**src/rtl/ivt_pkg.sv**
```systemverilog
package ivt_pkg;

    typedef enum logic [2:0] {
        MD_TERM    = 3'd0,
        MD_ONESHOT = 3'd1,
        MD_RATE    = 3'd2,
        MD_SQUARE  = 3'd3,
        MD_SWSTB   = 3'd4,
        MD_HWSTB   = 3'd5
    } mode_e;

    typedef struct packed {
        mode_e mode;
        logic  bcd;
    } chan_cfg_t;

    // codes 6 and 7 fold onto the rate and square-wave modes
    function automatic mode_e decode_mode(input logic [2:0] code);
        if (code > 3'd5) return mode_e'(code - 3'd4);
        return mode_e'(code);
    endfunction

endpackage

```
**src/rtl/ivt_step.sv**
```systemverilog
module ivt_step #(
    parameter  int DIGITS = 4,
    localparam int W      = 4 * DIGITS
) (
    input  logic [W-1:0] cur,
    input  logic         bcd,
    output logic [W-1:0] less1,
    output logic [W-1:0] less2
);
    logic [W-1:0] stg [3];
    assign stg[0] = cur;

    for (genvar s = 0; s < 2; s++) begin : g_stage
        logic [DIGITS-1:0] brw;
        logic [W-1:0]      bcd_res;
        assign brw[0] = 1'b1;
        for (genvar d = 0; d < DIGITS; d++) begin : g_dig
            logic [3:0] nib;
            assign nib = stg[s][4*d +: 4];
            assign bcd_res[4*d +: 4] = !brw[d] ? nib :
                                       ((nib == 4'd0) ? 4'd9 : nib - 4'd1);
            if (d < DIGITS - 1) begin : g_brw
                assign brw[d+1] = brw[d] && (nib == 4'd0);
            end
        end
        assign stg[s+1] = bcd ? bcd_res : (stg[s] - W'(1));
    end

    assign less1 = stg[1];
    assign less2 = stg[2];
endmodule

```
**src/rtl/ivt_gate_sense.sv**
```systemverilog
module ivt_gate_sense (
    input  logic clk,
    input  logic rst,
    input  logic gate,
    input  logic consume,
    output logic trig
);
    logic gate_q;
    logic held;

    assign trig = held | (gate & ~gate_q);

    always_ff @(posedge clk) begin
        if (rst) begin
            gate_q <= 1'b0;
            held   <= 1'b0;
        end else begin
            gate_q <= gate;
            held   <= trig & ~consume;
        end
    end
endmodule

```
**src/rtl/ivt_channel.sv**
```systemverilog
module ivt_channel
    import ivt_pkg::*;
#(
    parameter  int DIGITS = 4,
    localparam int W      = 4 * DIGITS
) (
    input  logic         clk,
    input  logic         rst,
    input  logic         cnt_en,
    input  logic         gate,
    input  logic         ctrl_wr,
    input  logic [2:0]   ctrl_mode,
    input  logic         ctrl_bcd,
    input  logic         cnt_wr,
    input  logic [W-1:0] cnt_val,
    output logic         out_q,
    output logic [W-1:0] count_q,
    output logic         null_cnt
);
    localparam logic [W-1:0] NINES = {DIGITS{4'h9}};
    localparam logic [W-1:0] ONE   = W'(1);
    localparam logic [W-1:0] TWO   = W'(2);

    chan_cfg_t    cfg;
    logic [W-1:0] init_r, cnt_r, dec1, dec2, init_eff, sq_load;
    logic         out_r, null_r, pend, armed, running, fired, trig, tick;

    assign tick     = cnt_en;
    assign init_eff = (cfg.bcd && init_r == '0) ? NINES : init_r;
    assign sq_load  = {init_eff[W-1:1], 1'b0};

    ivt_step #(.DIGITS(DIGITS)) u_step (
        .cur(cnt_r), .bcd(cfg.bcd), .less1(dec1), .less2(dec2)
    );

    ivt_gate_sense u_gate (
        .clk(clk), .rst(rst), .gate(gate),
        .consume(tick | ctrl_wr), .trig(trig)
    );

    always_ff @(posedge clk) begin
        if (rst) begin
            cfg     <= '{mode: MD_TERM, bcd: 1'b0};
            init_r  <= '0;
            cnt_r   <= '0;
            out_r   <= 1'b0;
            null_r  <= 1'b0;
            pend    <= 1'b0;
            armed   <= 1'b0;
            running <= 1'b0;
            fired   <= 1'b0;
        end else if (ctrl_wr) begin
            cfg     <= '{mode: decode_mode(ctrl_mode), bcd: ctrl_bcd};
            out_r   <= (decode_mode(ctrl_mode) != MD_TERM);
            null_r  <= 1'b1;
            pend    <= 1'b0;
            armed   <= 1'b0;
            running <= 1'b0;
            fired   <= 1'b0;
        end else begin
            if (tick) begin
                case (cfg.mode)
                    MD_TERM, MD_SWSTB: begin
                        if (cfg.mode == MD_SWSTB) out_r <= 1'b1;
                        if (pend) begin
                            cnt_r   <= init_eff;
                            pend    <= 1'b0;
                            null_r  <= 1'b0;
                            fired   <= 1'b0;
                            running <= 1'b1;
                        end else if (running && gate) begin
                            cnt_r <= dec1;
                            if (dec1 == '0 && !fired) begin
                                fired <= 1'b1;
                                out_r <= (cfg.mode == MD_TERM);
                            end
                        end
                    end
                    MD_ONESHOT, MD_HWSTB: begin
                        if (cfg.mode == MD_HWSTB) out_r <= 1'b1;
                        if (trig && armed) begin
                            cnt_r   <= init_eff;
                            pend    <= 1'b0;
                            null_r  <= 1'b0;
                            fired   <= 1'b0;
                            running <= 1'b1;
                            out_r   <= (cfg.mode == MD_HWSTB);
                        end else if (running) begin
                            cnt_r <= dec1;
                            if (dec1 == '0 && !fired) begin
                                fired <= 1'b1;
                                out_r <= (cfg.mode == MD_ONESHOT);
                            end
                        end
                    end
                    default: begin
                        if (!gate) begin
                            out_r <= 1'b1;
                        end else if (armed && (trig || (pend && !running))) begin
                            cnt_r   <= (cfg.mode == MD_SQUARE) ? sq_load : init_eff;
                            pend    <= 1'b0;
                            null_r  <= 1'b0;
                            running <= 1'b1;
                            out_r   <= 1'b1;
                        end else if (running) begin
                            if (cfg.mode == MD_RATE) begin
                                if (cnt_r == ONE) begin
                                    cnt_r  <= init_eff;
                                    pend   <= 1'b0;
                                    null_r <= 1'b0;
                                    out_r  <= 1'b1;
                                end else begin
                                    cnt_r <= dec1;
                                    if (dec1 == ONE) out_r <= 1'b0;
                                end
                            end else begin
                                if (cnt_r == TWO) begin
                                    cnt_r  <= sq_load;
                                    pend   <= 1'b0;
                                    null_r <= 1'b0;
                                    out_r  <= ~out_r;
                                end else begin
                                    cnt_r <= dec2;
                                end
                            end
                        end
                    end
                endcase
            end
            if (cnt_wr) begin
                init_r <= cnt_val;
                null_r <= 1'b1;
                pend   <= 1'b1;
                armed  <= 1'b1;
                if (cfg.mode == MD_TERM) out_r <= 1'b0;
            end
        end
    end

    assign out_q    = out_r;
    assign count_q  = cnt_r;
    assign null_cnt = null_r;

    // control strobe sets null-count and the mode's starting level
    a_r2_ctrl_level: assert property (@(posedge clk) disable iff (rst)
        ctrl_wr |=> null_cnt && (out_q == (decode_mode($past(ctrl_mode)) != MD_TERM)));

    // a count strobe leaves the null-count flag set
    a_r3_null_on_write: assert property (@(posedge clk) disable iff (rst)
        (cnt_wr && !ctrl_wr) |=> null_cnt);

    // rate-generator low pulse lasts one count clock
    a_r7_one_low: assert property (@(posedge clk) disable iff (rst)
        (cfg.mode == MD_RATE && !out_q && cnt_en && gate && !ctrl_wr) |=> out_q);

    // square wave counter never odd once running
    a_r9_even_count: assert property (@(posedge clk) disable iff (rst)
        (cfg.mode == MD_SQUARE && running) |-> !count_q[0]);

    // strobe pulse lasts one count clock
    a_r10_one_strobe: assert property (@(posedge clk) disable iff (rst)
        ((cfg.mode == MD_SWSTB || cfg.mode == MD_HWSTB) && !out_q && cnt_en && !ctrl_wr)
        |=> out_q);

    // no count clock, no count change
    a_r12_hold: assert property (@(posedge clk) disable iff (rst)
        !cnt_en |=> $stable(count_q));
endmodule

```
**config.mk**
```make
export PLATFORM = sky130hd
export DESIGN_NAME = ivt_channel
export DESIGN_NICKNAME = d
export VERILOG_FILES = /design/src/rtl/ivt_pkg.sv /design/src/rtl/ivt_step.sv /design/src/rtl/ivt_gate_sense.sv /design/src/rtl/ivt_channel.sv
export SDC_FILE = /design/constraint.sdc
export NUM_CORES = 1
export LEC_CHECK = 0
export BUFFER_PORTS_ARGS = -buffer_cell sky130_fd_sc_hd__buf_4
export CELL_PAD_IN_SITES_DETAIL_PLACEMENT = 1
export CELL_PAD_IN_SITES_GLOBAL_PLACEMENT = 1
export CORE_MARGIN = 10
export CORE_UTILIZATION = 39
export DETAILED_ROUTE_END_ITERATION = 16
export PLACE_DENSITY_LB_ADDON = 0.1
export SYNTH_ARGS = -nofsm -noshare
export SYNTH_HDL_FRONTEND = slang
export SYNTH_SLANG_ARGS = --single-unit
export TNS_END_PERCENT = 5
```
**constraint.sdc**
```tcl
create_clock -name clk -period 2.95 [get_ports clk]
set_input_delay 0.295 -clock clk [delete_from_list [all_inputs] [get_ports clk]]
set_output_delay 0.295 -clock clk [all_outputs]
set_load 0.01 [all_outputs]
```
### Word-level counts from Yosys, hierarchy flattened

Index checks and enable logic that the tools add are counted.

* bits in registers: 44
* input port bits: 26
* output and inout bits: 18
* word-level logic and storage cells: 177

* add/subtract/negate cells: 11
* $lt $le $gt $ge: 1
* equality and inequality tests: 17
* mux-type cells: 82
* bitwise gates (word level): 8
* reductions and logical operators: 46

Operators with widths (number)
* $mux W16: 13
* $mux W4: 14
* $mux W1: 45
* $eq A16 B1 Y1 const B: 2
* $logic_not A16 Y1: 2
* $logic_not A4 Y1: 8
* $pmux W16 S2: 1
* $sub A16 B1 Y16 const B: 2
* $sub A4 B1 Y4 const B: 8
* $eq A16 B2 Y1 const B: 1
* $mux W3: 4
* $reduce_and A6 Y1: 2
* $reduce_bool A3 Y1: 4
* $reduce_bool A6 Y1: 2
* $logic_and A1 B1 Y1: 10
* $pmux W1 S2: 5
* $reduce_bool A5 Y1: 2
* $ne A3 B3 Y1 const B: 3
* $ne A4 B4 Y1 const B: 2
* $reduce_bool A4 Y1: 2
* $ne A7 B4 Y1 const B: 1
* $reduce_and A7 Y1: 1
* $reduce_bool A7 Y1: 1
* $eq A3 B2 Y1 const B: 2
* 17 further kinds: 28

### Depth between registers and ports, before layout

* word-level depth: 17
* gate-level depth with buffers: 16
* gate-level depth less buffers: 14

### Modules after synthesis

Synthesis repeated with hierarchy kept, for this count alone.

* cells, all modules: 532
* area, all modules: 3888.7 sq um

Modules (own cells, without submodules)
* ivt_channel: instances 1, cells an instance 316, area an instance 2534.9 sq um, sequential area each 840.8 sq um
* ivt_step: instances 1, cells an instance 209, area an instance 1276.2 sq um, sequential area each 0.0 sq um
* ivt_gate_sense: instances 1, cells an instance 7, area an instance 77.6 sq um, sequential area each 40.0 sq um

### Worst setup path before layout

No wires, ideal clock.

* path type: register -> register
* start point: register cnt_r[0], in the netlist count_q[0]
* end point: register cnt_r[4], in the netlist count_q[4]
* library setup time: 81 ps
* arrival time: 3207 ps
* data required time: 2869 ps
* path slack: -338 ps
* stages on the path, launching flop included: 17
* path buffers: 2
* period minus slack after synthesis: 3288 ps
* cells stage by stage: dfxtp_1 > buf_6 > inv_1 > ha_1 > or3b_1 > buf_2 > o21ai_0 > inv_1 > ha_1 > nand2_1 > a21boi_0 > nor2_1 > xnor2_1 > o21ai_0 > nor2_1 > or3_1 > a41oi_1

* longest elaborated chain between the ends: 13
* elaborated cells between the ends (all ways): 26
* those cells by class: add/sub: 4; eq/ne: 2; mux: 17; reduce/logical: 3

Ends and longest elaborated chain
* start, declared: RTL line ivt_channel.sv:25 `logic [W-1:0] init_r, cnt_r, dec1, dec2, init_eff, sq_load;`
* start signal, assigned: RTL line ivt_channel.sv:66 `cnt_r <= init_eff;`
* start signal, assigned: RTL line ivt_channel.sv:82 `cnt_r <= init_eff;`
* start signal, assigned: RTL line ivt_channel.sv:100 `cnt_r <= (cfg.mode == MD_SQUARE) ? sq_load : init_eff;`
* parallel branches: the longest is 12 deep, another holds $sub A16 B1 Y16
* $pmux W16 S2 *: RTL line ivt_channel.sv:62 `case (cfg.mode)`

Mark *: on every way between the ends. The select of a mux whose other input is x is not followed.
A chain may end at the register's enable or synchronous reset.

### Final worst setup path

* start point: register cnt_r[1], in the netlist count_q[1]
* end point: register cnt_r[4], in the netlist count_q[4]

Same word-level chain as after synthesis.

==> summary.md <==
| Metric | Value |
|---|---|
| Outcome | completed |
| Count of antenna-violating nets left after detailed routing | 0 |
| Register clock-pin slew on the reported worst setup and hold paths | 100 ps |
| Summed instance area of the synthesized netlist | 0.00392 mm² |
| Count of port buffers added during placement | 43 |
| Gpl congestion | 0.984 |
| LEAKAGE | 2.06 nW |
| Most common flop cell mapped by yosys | dfxtp_1 |
| Peak fanout along the critical path | 7 |
| Global routing usage summed across all routing layers | 0.225 |
| Number of max-cap violations | 0 |
| Path type of the worst setup path | flip-flop to flip-flop |
| Largest cells by area after synthesis | dfxtp_1, a21oi_1, nand2_1 |
| Average wire per standard cell | 22.1 µm |
| EDFF count, synth | 0 |
| TritonCTS Buffers | 5 |
| Half-perimeter wire length of the detailed placement result | 12.9 mm |
| First-pass GRT wire length | 26.3 mm |
| Power density over the cells | 419 mW/mm² |
| Transition at the pin with the smallest max-transition slack | 961 ps |
| Cell variety after synth | 80 |
| Setup crit end kind | flip-flop |
| Maximum root-to-sink buffer count | 2 |
| Type of the worst min-delay path | input pin to flip-flop |
| Layout Skew | 5.42 ps |
| Number of optimization iterations in the first detailed-route pass | 6 |
| Boundary Pins | 44 |
| Number of synthesized register bits | 44 |
| Part of the Yosys area used for sequential elements | 0.225 |
| Largest net degree at the start of global routing | 35 |
| DR DRC count | 0 |
| Setup repair after global routing missed its margin | yes |
| Mean instance size in the synthesized netlist | 7.19 µm² |
| Sink Count | 44 |
| TritonCTS clock tree | built |
| Antenna violations before repair | 0 |
| Most repeated cell in the gate-level netlist after synthesis | nand2_1 |
| Final #Nets | 649 |
| Final count of hold timing violations | 0 |
| Synthesis warning total | 0 |
| Die span in x | 120 µm |
| Top cell type's share of synthesized area | 0.225 |
| Vertical extent of the die | 120 µm |
| Final hold slack | 218 ps |
| Max-slew violation total from the final report | 0 |
| Highest clock frequency the design can meet | 344 MHz |
| Maximum vdd ir drop | 210 µV |
| Instance area after placement | 0.00475 mm² |
| Placeable core area | 0.00977 mm² |
| Final global-route overflow total | 0 |
| Fin crit period | 2910 ps |
| Area grow syn2layout | 29.0% |
| Via Count | 4,667 |
| H-tree levels | 2 |
| Fraction of layout cells with a size suffix above 1 | 0.279 |
| Worst EP arrival | 3130 ps |
| Dominant cell type by area after synthesis | dfxtp_1 |
| CTS root buffer | clkbuf_8 |
| Gate Count Post-Synth | 545 |
| Placement Rows | 36 |
| Die footprint | 0.0145 mm² |
| Final cell area excluding filler cells | 0.00506 mm² |
| Net Count, Synth | 578 |
| Routed Wire Length | 16.6 mm |
| Worst-skew pair later-pin latency | 310 ps |
| Number of diodes added for antenna fixing | 0 |
| Number of global-route vias before repair | 4,671 |
| Crit start category | flip-flop |
| Final setup violation count | 0 |
| Top cells by instance count after synthesis | nand2_1, a21oi_1, nor2_1 |
| Share of async-settable or async-resettable flops after synthesis | 0 |
| Critical path data required time | 3170 ps |
| Detailed-route vias per instance | 6.22 |
| Worst max-slew margin expressed relative to the limit | 0.358 |
| Share of the clock period used by the worst path | 0.986 |
| Starting utilization of the core area | 0.401 |
| DRT iter0 DRCs | 459 |
==> sequential cells by signal (all words and copies together) (netlist names) <==
register,count
armed,1
cfg,4
count_q,16
fired,1
init_r,16
null_cnt,1
out_q,1
pend,1
running,1
u_gate.gate_q,1
u_gate.held,1
==> layer usage <==
metal  track usage  part of all wire  vias to the layer above
met5             0                 0                        -
met4        0.0535             0.021                        0
met3        0.0419             0.075                       35
met2         0.361              0.45                      209
met1         0.305              0.45                     2243
li1              -                 -                     2180
==> worst max-delay path: stages, from the launching register on <==
cell and delay [ps]:
dfxtp_2 360, inv_2 80, ha_4 120, or3b_4 430, o21ai_2 180, inv_1 100, ha_2 190, nand2_1 120
a21boi_4 200, nor2_1 80, xnor2_1 140, o21ai_1 120, nor2_1 60, or3_4 380, a41oi_4 270
==> power breakdown <==
| group | switching [mW] | internal (mW) |
|---|---|---|
| logic | 0.545 | 0.391 |
| clock network | 0.248 | 0.278 |
| registers | 0.0377 | 0.621 |
| total | 0.831 | 1.29 |
==> layout by cell type, fill, tap and decap left out, drive strengths merged, types with 7 or more instances in the layout <==
cell type	netlist	routed
o211ai	9	9
a21oi	59	59
mux2i	13	13
nor2b	9	9
buf	9	103
nand2	62	62
xnor2	8	8
inv	18	18
nor4	12	12
a211oi	9	9
nor2	49	49
or3	11	11
o21ai	44	44
nor3	24	24
dfxtp	44	44
o21a	7	7
nand3	11	11
ha	7	7
a31oi	8	8
==> final timing paths <==
check	startpoint	endpoint	slack, ps	cells after the start
max	count_q[1]$_SDFFE_PP0P_	count_q[4]$_SDFFE_PP0P_	40	14
min	ctrl_bcd	cfg[0]$_SDFFE_PP0P_	220	3
max reg2reg	count_q[1]$_SDFFE_PP0P_	count_q[4]$_SDFFE_PP0P_	40	14
min reg2reg	init_r[12]$_SDFFE_PP0P_	init_r[12]$_SDFFE_PP0P_	490	2
==> through the flow <==
stage	total power, mW	setup WS (ps)	util	instances	setup TNS, ps
after global placement	1.51	-167	0.486	738	-171
after CTS	2.06	7.25	0.503	746	0
after global routing	2.24	-98.8	0.518	750	-372
final	2.12	40.5	0.518	750	0
after detailed placement	1.53	-208	0.486	738	-626
after floorplan	1.21	-29.8	-	545	-53.9
==> final cells by class <==
cell class                 count  area (µm²)
clock buffer                   6        82.6
clock inverter                 2        38.8
fill                        1241        4720
inverter                      18        67.6
multi-input combinational    444        3020
sequential                    44         886
tap                          133         166
timing repair buffer         103         798
==> what timing repair did <==
| item | in CTS | in global routing |
|---|---|---|
| hold buffers | 0 | 0 |
| setup endpoints to repair | 12 | 14 |
| buffers inserted | 0 | 4 |
| gates resized for setup | 13 | 21 |
| pin swaps | 4 | 9 |
==> cell families (layout without fill, tap and decap cells) <==
family	Yosys count	in the layout	synth area share
multiplexers	14	14	0.0392
AO/OA/AOI/OAI	188	188	0.313
AND/OR/NAND/NOR	224	224	0.313
XOR/XNOR	11	11	0.0265
flip-flops	44	44	0.225
buffers and inverters	57	129	0.0613
adder cells (fa/ha/maj)	7	7	0.0223
(Power assumes the default switching activity.)
